[config.mk]
export PLATFORM = sky130hd
export DESIGN_NAME = shadow_timer
export DESIGN_NICKNAME = d
export VERILOG_FILES = /design/src/rtl/shtmr_pkg.sv /design/src/rtl/shtmr_datapath.sv /design/src/rtl/shtmr_ctrl.sv /design/src/rtl/shadow_timer.sv
export SDC_FILE = /design/constraint.sdc
export NUM_CORES = 1
export LEC_CHECK = 0
export BUFFER_PORTS_ARGS = -buffer_cell sky130_fd_sc_hd__buf_2
export CORE_MARGIN = 5
export CORE_UTILIZATION = 55
export DETAILED_ROUTE_END_ITERATION = 8
export MAX_ROUTING_LAYER = met4
export PLACE_DENSITY = 0.85
export REMOVE_ABC_BUFFERS = 1
export SLEW_MARGIN = 20
export SYNTH_ARGS = -nofsm -noshare
export SYNTH_HDL_FRONTEND = slang
export SYNTH_SLANG_ARGS = --single-unit
export TNS_END_PERCENT = 100
[constraint.sdc]
create_clock -name clk -period 3.5 [get_ports clk]
set_clock_uncertainty 0.05 [all_clocks]
set_input_delay 0.35 -clock clk [delete_from_list [all_inputs] [get_ports clk]]
set_output_delay 0.35 -clock clk [all_outputs]
set_load 0.02 [all_outputs]
[src/rtl/shtmr_pkg.sv]
package shtmr_pkg;

  typedef enum logic [2:0] {
    ADR_CTRL   = 3'd0,
    ADR_STAT   = 3'd1,
    ADR_CMD    = 3'd2,
    ADR_COUNT  = 3'd3,
    ADR_DIV    = 3'd4,
    ADR_RELOAD = 3'd5,
    ADR_DIVCNT = 3'd6
  } regAddr_e;

  // Bit positions inside CTRL
  localparam int CTRL_RUN   = 0;
  localparam int CTRL_OPM   = 1;
  localparam int CTRL_IRQEN = 2;

  // Strobes from control to datapath
  typedef struct packed {
    logic run;
    logic forceUpd;
    logic cntLoad;
    logic divLoad;
  } dpCtl_t;

endpackage

[src/rtl/shtmr_datapath.sv]
module shtmr_datapath
  import shtmr_pkg::*;
#(
  parameter int DATA_W = 16,
  parameter int CNT_W  = DATA_W,
  parameter int PSC_W  = DATA_W
) (
  input  logic              clk,
  input  logic              rstN,
  input  dpCtl_t            dpCtl,
  input  logic [DATA_W-1:0] loadVal,
  input  logic [PSC_W-1:0]  divPre,
  input  logic [CNT_W-1:0]  reloadPre,
  output logic [CNT_W-1:0]  cnt,
  output logic [PSC_W-1:0]  divCnt,
  output logic              natUpd
);

  logic [PSC_W-1:0] divAct;
  logic [CNT_W-1:0] reloadAct;
  logic             tick;

  assign tick   = dpCtl.run && (divCnt == divAct);
  assign natUpd = tick && (cnt == reloadAct);

  // Active (shadow) copies: loaded only on an update event
  always_ff @(posedge clk) begin
    if (!rstN) begin
      divAct    <= '0;
      reloadAct <= '1;
    end else if (dpCtl.forceUpd || natUpd) begin
      divAct    <= divPre;
      reloadAct <= reloadPre;
    end
  end

  // Divider counter and main counter
  always_ff @(posedge clk) begin
    if (!rstN) begin
      divCnt <= '0;
      cnt    <= '0;
    end else if (dpCtl.forceUpd) begin
      divCnt <= '0;
      cnt    <= '0;
    end else if (dpCtl.run) begin
      divCnt <= tick ? '0 : divCnt + 1'b1;
      if (tick) begin
        cnt <= natUpd ? '0 : cnt + 1'b1;
      end
    end else begin
      if (dpCtl.divLoad) divCnt <= loadVal[PSC_W-1:0];
      if (dpCtl.cntLoad) cnt    <= loadVal[CNT_W-1:0];
    end
  end

  AST_FORCE_CLEARS: assert property (@(posedge clk) disable iff (!rstN)
    dpCtl.forceUpd |=> (cnt == '0 && divCnt == '0));

  AST_SHADOW_HOLD: assert property (@(posedge clk) disable iff (!rstN)
    (!dpCtl.forceUpd && !natUpd) |=> ($stable(reloadAct) && $stable(divAct)));

  AST_WRAP_ZERO: assert property (@(posedge clk) disable iff (!rstN)
    natUpd |=> (cnt == '0));

  AST_IDLE_HOLD: assert property (@(posedge clk) disable iff (!rstN)
    (!dpCtl.run && !dpCtl.forceUpd && !dpCtl.cntLoad) |=> $stable(cnt));

endmodule

[src/rtl/shtmr_ctrl.sv]
module shtmr_ctrl
  import shtmr_pkg::*;
#(
  parameter int DATA_W = 16,
  parameter int CNT_W  = DATA_W,
  parameter int PSC_W  = DATA_W
) (
  input  logic              clk,
  input  logic              rstN,
  input  logic              wrEn,
  input  logic [2:0]        addr,
  input  logic [DATA_W-1:0] wrData,
  input  logic              natUpd,
  input  logic [CNT_W-1:0]  cnt,
  input  logic [PSC_W-1:0]  divCnt,
  output logic [DATA_W-1:0] rdData,
  output logic              irq,
  output dpCtl_t            dpCtl,
  output logic [PSC_W-1:0]  divPre,
  output logic [CNT_W-1:0]  reloadPre
);

  logic runQ, opmQ, irqEnQ, flag;
  logic wrCtrl, wrStat, wrCount, wrDiv, wrReload, wrDivCnt, forceUpd;

  assign wrCtrl   = wrEn && (addr == ADR_CTRL);
  assign wrStat   = wrEn && (addr == ADR_STAT);
  assign wrCount  = wrEn && (addr == ADR_COUNT);
  assign wrDiv    = wrEn && (addr == ADR_DIV);
  assign wrReload = wrEn && (addr == ADR_RELOAD);
  assign wrDivCnt = wrEn && (addr == ADR_DIVCNT);
  assign forceUpd = wrEn && (addr == ADR_CMD) && wrData[0];

  // Control bits; one-pulse auto-stop wins over a CTRL write
  always_ff @(posedge clk) begin
    if (!rstN) begin
      runQ   <= 1'b0;
      opmQ   <= 1'b0;
      irqEnQ <= 1'b0;
    end else begin
      if (wrCtrl) begin
        runQ   <= wrData[CTRL_RUN];
        opmQ   <= wrData[CTRL_OPM];
        irqEnQ <= wrData[CTRL_IRQEN];
      end
      if (natUpd && opmQ) runQ <= 1'b0;
    end
  end

  // Update flag: hardware set wins over write-zero clear
  always_ff @(posedge clk) begin
    if (!rstN) begin
      flag <= 1'b0;
    end else if (natUpd || forceUpd) begin
      flag <= 1'b1;
    end else if (wrStat && !wrData[0]) begin
      flag <= 1'b0;
    end
  end

  // Preload registers
  always_ff @(posedge clk) begin
    if (!rstN) begin
      divPre    <= '0;
      reloadPre <= '1;
    end else begin
      if (wrDiv)    divPre    <= wrData[PSC_W-1:0];
      if (wrReload) reloadPre <= wrData[CNT_W-1:0];
    end
  end

  always_comb begin
    dpCtl.run      = runQ;
    dpCtl.forceUpd = forceUpd;
    dpCtl.cntLoad  = wrCount && !runQ;
    dpCtl.divLoad  = wrDivCnt && !runQ;
  end

  always_comb begin
    rdData = '0;
    case (addr)
      ADR_CTRL: begin
        rdData[CTRL_RUN]   = runQ;
        rdData[CTRL_OPM]   = opmQ;
        rdData[CTRL_IRQEN] = irqEnQ;
      end
      ADR_STAT:   rdData[0] = flag;
      ADR_COUNT:  rdData = DATA_W'(cnt);
      ADR_DIV:    rdData = DATA_W'(divPre);
      ADR_RELOAD: rdData = DATA_W'(reloadPre);
      ADR_DIVCNT: rdData = DATA_W'(divCnt);
      default:    rdData = '0;
    endcase
  end

  assign irq = flag && irqEnQ;

  AST_FLAG_ON_UPDATE: assert property (@(posedge clk) disable iff (!rstN)
    (natUpd || forceUpd) |=> flag);

  AST_OPM_STOP: assert property (@(posedge clk) disable iff (!rstN)
    (natUpd && opmQ) |=> !runQ);

  AST_CLEAR_TAKES: assert property (@(posedge clk) disable iff (!rstN)
    (wrStat && !wrData[0] && !natUpd && !forceUpd) |=> !flag);

  AST_SET_WINS: assert property (@(posedge clk) disable iff (!rstN)
    (wrStat && natUpd) |=> flag);

endmodule

[src/rtl/shadow_timer.sv]
module shadow_timer
  import shtmr_pkg::*;
#(
  parameter int DATA_W = 16,
  parameter int CNT_W  = DATA_W,
  parameter int PSC_W  = DATA_W
) (
  input  logic              clk,
  input  logic              rstN,
  input  logic              wrEn,
  input  logic [2:0]        addr,
  input  logic [DATA_W-1:0] wrData,
  output logic [DATA_W-1:0] rdData,
  output logic              irq
);

  dpCtl_t           dpCtl;
  logic [PSC_W-1:0] divPre;
  logic [CNT_W-1:0] reloadPre;
  logic [CNT_W-1:0] cnt;
  logic [PSC_W-1:0] divCnt;
  logic             natUpd;

  shtmr_ctrl #(.DATA_W(DATA_W), .CNT_W(CNT_W), .PSC_W(PSC_W)) u_ctrl (
    .clk(clk), .rstN(rstN), .wrEn(wrEn), .addr(addr), .wrData(wrData),
    .natUpd(natUpd), .cnt(cnt), .divCnt(divCnt), .rdData(rdData), .irq(irq),
    .dpCtl(dpCtl), .divPre(divPre), .reloadPre(reloadPre)
  );

  shtmr_datapath #(.DATA_W(DATA_W), .CNT_W(CNT_W), .PSC_W(PSC_W)) u_dp (
    .clk(clk), .rstN(rstN), .dpCtl(dpCtl), .loadVal(wrData),
    .divPre(divPre), .reloadPre(reloadPre),
    .cnt(cnt), .divCnt(divCnt), .natUpd(natUpd)
  );

endmodule

; Word level (Yosys, flattened, before mapping)
; Index checks and enable logic that the tools add are counted.
[word_totals]
regBits = 100
in_bits = 22
output_inout_bits = 17
word_cells = 59
[classes]
addsub = 2
n_eq_ne = 9
muxes = 12
bitwise_logic = 1
reduce_logical = 25
[ops]
columns = op, count
row1 = $mux W16, 7
row2 = $pmux W13 S4, 1
row3 = $add A16 B1 Y16 const B, 2
row4 = $eq A16 B16 Y1, 2
row5 = $logic_and A1 B1 Y1, 15
row6 = $pmux W2 S5, 1
row7 = $eq A3 B3 Y1 const B, 3
row8 = $eq A3 B2 Y1 const B, 2
row9 = $pmux W1 S6, 1
row10 = $reduce_bool A2 Y1, 3
row11 = $reduce_or A2 Y1, 2
row12 = $eq A3 B1 Y1 const B, 1
row13 = $logic_not A3 Y1, 1
row14 = $logic_not A1 Y1, 2
row15 = $mux W1, 2
row16 = $ne A2 B1 Y1 const B, 1
row17 = $reduce_and A2 Y1, 1
row18 = $logic_or A1 B1 Y1, 1
row19 = $not A1 Y1, 1

; Longest topological paths before layout
[depth]
depth_word = 6
mapped_depth = 10
ltp_nobuf = 8

; Hierarchy
; From an unflattened synthesis, not the netlist that was laid out.
[unflattened]
hier_cells = 685
area_unflattened_um2 = 5688.0
[by_module_without_submodules]
columns = module, n_inst, cells_each, area_each_um2, seq_area_each_um2
row1 = shtmr_datapath, 1, 432, 3651.0, 1281.2
row2 = shtmr_ctrl, 1, 253, 2037.0, 720.7

; Least setup slack after synthesis
; OpenSTA, ideal clock, no wires.
[synth_path]
kind = input to output
start = input port addr[0]
end = output port rdData[10]
t_arrival_ns = 2.030
t_required_ns = 3.100
setup_slack_ns = 1.070
cell_stages = 5
path_buffers = 3
path_cell_list = clkbuf_1 -> buf_1 -> buf_1 -> mux2i_1 -> o21ai_0
[synth_via]
elab_chain_cells = 2
word_cells_on_any_way = 5
classes_between = eq/ne (4) / mux (1)
[synth_lines]
columns = item, line
row1 = "start, declared", shadow_timer.sv:11  ; input logic [2:0] addr,
row2 = $eq A3 B3 Y1 / $eq A3 B2 Y1 (equally long branches), shtmr_ctrl.sv:81  ; case (addr)
row3 = $pmux W13 S4 *, shtmr_ctrl.sv:81
row4 = "end, declared", shadow_timer.sv:13  ; output logic [DATA_W-1:0] rdData,
; Every way passes the cells marked *; elsewhere a longest branch is shown, timed or not.

; Worst setup path in the final report
[layout_path]
start = register u_dp.cnt[8]
end = register u_dp.reloadAct[13]
[layout_via]
elab_chain_cells = 3
[layout_lines]
columns = item, line
row1 = "start, declared", shtmr_datapath.sv:14  ; output logic [CNT_W-1:0] cnt,
row2 = "start signal, assigned", shtmr_datapath.sv:48  ; cnt <= natUpd ? '0 : cnt + 1'b1;
row3 = "start signal, assigned", shtmr_datapath.sv:52  ; if (dpCtl.cntLoad) cnt <= loadVal[CNT_W-1:0];
row4 = $eq A16 B16 Y1, shtmr_datapath.sv:24  ; assign natUpd = tick && (cnt == reloadAct);
row5 = $logic_and A1 B1 Y1, shtmr_datapath.sv:24
row6 = $logic_or A1 B1 Y1, shtmr_datapath.sv:31  ; end else if (dpCtl.forceUpd || natUpd) begin
row7 = "end signal, assigned", shtmr_datapath.sv:33  ; reloadAct <= reloadPre;
row8 = "end, declared", shtmr_datapath.sv:20  ; logic [CNT_W-1:0] reloadAct;
; No other way between the ends.
; A chain may end at the register's enable or synchronous reset.

==> impl_metrics.tcl <==
set metrics [dict create \
    routabilityCongestion 0.9973 \
    yosys_warnings 0 \
    io_pins 39 \
    async_flop_share_pct 0 \
    start_util_pct 55.89 \
    cts_resized 0 \
    fin_tns_setup_ns 0 \
    yosysTopAreaCell "dfxtp_1" \
    cts_root_buffer "clkbuf_8" \
    area_delta_synth_final_pct 9.365 \
    std_cell_rows 36 \
    drc 0 \
    cp.required_ns 3.70 \
    synthTopCellsByArea "dfxtp_1, mux2i_1, nand2_1" \
    setup_violations 0 \
    synth_top_area_share_pct 36.82 \
    synth_edf_count 0 \
    crit_top_cell "nor4_1" \
    wl_mm 16.89 \
    antenna_found_initial 0 \
    fmax_mhz 329.8 \
    cts.sinks 100 \
    vias 5141 \
    diodes 0 \
    relSlewSlack_pct 35.70 \
    core_area_sq_mm 0.009729 \
    hold_path.class "in2reg" \
    ant_nets 0 \
    n_fill_cell 876 \
    dieArea_sq_mm 0.01197 \
    fin_crit_sh_pct 86.63 \
    critPathKind "reg2reg" \
    dieHeight_microns 109.4 \
    netlist_instances 666 \
    grt_overflow 0 \
    dr.pass1.iters 5 \
    cap_violations 0 \
    start_kind "flop" \
    grt_max_degree 69 \
    grt_pass1_wl_mm 26.81 \
    cp-end-kind "flop" \
    fin_area_sq_mm 0.005947 \
    nets 700 \
    cts_made_buffers 9 \
    place_area_sq_mm 0.005683 \
    ys.flop_type "dfxtp_1" \
    yosysMostFrequentCell "nand2_1" \
    wl_per_cell_microns 20.74 \
    ys_types 61 \
    avgSynthCellArea_sq_um 8.165 \
    max-vdd-ir-drop_mv 0.2543 \
    postLayoutSetupSlackWorst_ns 0.4681 \
    drive_gt1_share_pct 11.31 \
    power_density_mw_per_mm2 416.1 \
    syn_area_sq_mm 0.005438 \
    cpMaxStageDelayCell "dfxtp_1" \
    dp_slack_ns 0.5814 \
    path_max_fanout 24 \
    cts_tree "built" \
    clkTransAtPathRegs_ns 0.10 \
    path_cells "xor2_1 > nor4_1 > nand4_1 > nor4_1 > a21o_2 > buf_12 > mux2i_1 > nand2_1" \
    multi_input_area_sq_mm 0.003199 \
    clock_path_buffers 2 \
    ys_seq_area_share_pct 36.82 \
    cts_setup_buffers 0 \
    synth.top_cells.by_count "nand2_1, dfxtp_1, mux2i_1" \
    worstMarginPinSlew_ns 0.9618 \
    seqCellArea_sq_mm 0.002002 \
    crit_family "simple AND/OR/NAND/NOR gates" \
    port_buffers 38 \
    final_hold_viol_count 0 \
    p_leak_nw 2.096 \
    slew_viol_final 0 \
    track_usage_pct 30.14 \
    critPathBufInv 1 \
    drtIter0Drc 486 \
    hpwl_mm 11.59 \
    slowest_delay_ns 0.53 \
    status "complete, no violations" \
    chipWidth_microns 109.4 \
    cts_hold_buffers 0 \
    rsz0062_at_grt "no" \
    cp.arrival_ns 3.23 \
    grt_pass1_vias 4878 \
    ys_ff_latch 100 \
    vias_per_cell 6.316 \
    htreeDepth 3 \
    period_needed_ns 3.032 \
    clock_latency_ns 0.38 \
]
## per-layer routing
layer,track usage [%],share of wire (%),vias up
met4,11.40,3.2,0
li1,-,-,2362
met5,-,0,-
met3,5.755,8.4,49
met2,45.82,46,272
met1,39.90,43,2458
## layout make-up
class	count	area share, %
multi-input cells	510	53.80
flip-flops and latches	100	33.66
repair buffers	51	5.049
well taps	133	2.798
clock inverters	6	2.293
clock buffers	10	2.146
inverters	4	0.2525
## registers in the layout, summed over array words and instances, names as in the netlist
register and flops:
u_ctrl.divPre 16, u_ctrl.flag 1, u_ctrl.irqEnQ 1, u_ctrl.opmQ 1
u_ctrl.reloadPre 16, u_ctrl.runQ 1, u_dp.cnt 16, u_dp.divAct 16
u_dp.divCnt 16, u_dp.reloadAct 16
## worst register-to-register path, cell delays in order (launching register included)
cell     delay [ns]
dfxtp_1        0.53
xor2_1         0.11
nor4_1         0.50
nand4_1        0.33
nor4_1         0.45
a21o_2         0.37
buf_12         0.25
mux2i_1        0.23
nand2_1        0.07
## where the power goes
part,switching [W],internal (W)
sequential,0.0000405,0.00116
clock,0.000440,0.000549
combinational,0.000179,0.000102
total,0.000660,0.00181
## cell usage in the layout (no fill, tap or decap), types with 2 or more instances in the layout
cell type	n
nand2_1	117
dfxtp_1	100
mux2i_1	51
nand3_1	38
buf_2	38
o21ai_0	36
nor2b_1	33
xor2_1	27
a21oi_1	24
nor2_1	23
a21boi_0	16
nor3_1	15
a31oi_1	14
a22o_1	12
buf_4	12
nor3b_1	11
nor4_1	9
clkbuf_8	9
nand2b_1	8
nand4_1	8
or3_1	8
xnor2_1	5
inv_1	4
and2_1	4
a211oi_1	4
bufinv_16	4
a22oi_1	3
a311oi_1	3
and3_1	3
o41ai_1	3
o211ai_1	2
a221oi_1	2
o31a_1	2
o31ai_1	2
ha_1	2
## logic make-up (layout without fill, tap and decap cells)
| logic type | after synthesis | count (layout) | share of synthesized area [%] |
|---|---|---|---|
| multiplexers | 52 | 52 | 9.802 |
| AO/OA/AOI/OAI | 135 | 135 | 16.25 |
| buffers and inverters | 56 | 71 | 4.372 |
| adder cells (fa/ha/maj) | 2 | 2 | 0.4601 |
| AND/OR/NAND/NOR | 288 | 288 | 26.85 |
| flip-flops | 100 | 100 | 36.82 |
| XOR/XNOR | 33 | 33 | 5.453 |
## path summary, 6_finish.rpt
check | start | to | slack (ns) | depth (start not counted)
hold reg to reg | u_ctrl.divPre[12] | u_ctrl.divPre[12] | 0.44 | 2
hold / removal | wrData[4] | u_ctrl.reloadPre[4] | 0.16 | 3
setup / recovery | u_dp.cnt[8] | u_dp.reloadAct[13] | 0.47 | 8
setup reg to reg | u_dp.cnt[8] | u_dp.reloadAct[13] | 0.47 | 8
## through the flow
stage / total power, W / hold slack (ns) / std cells / utilization [%]
2_1_floorplan: 0.001379 / 0.3619 / 614 / -
3_3_place_gp: 0.001497 / 0.4167 / 798 / 58.41
3_5_place_dp: 0.001502 / 0.4311 / 798 / 58.41
4_1_cts: 0.002456 / 0.1614 / 814 / 61.12
5_1_grt: 0.002551 / 0.1550 / 814 / 61.12
6_report: 0.002475 / 0.1632 / 814 / 61.12
Power figures use the tool's default switching activity.
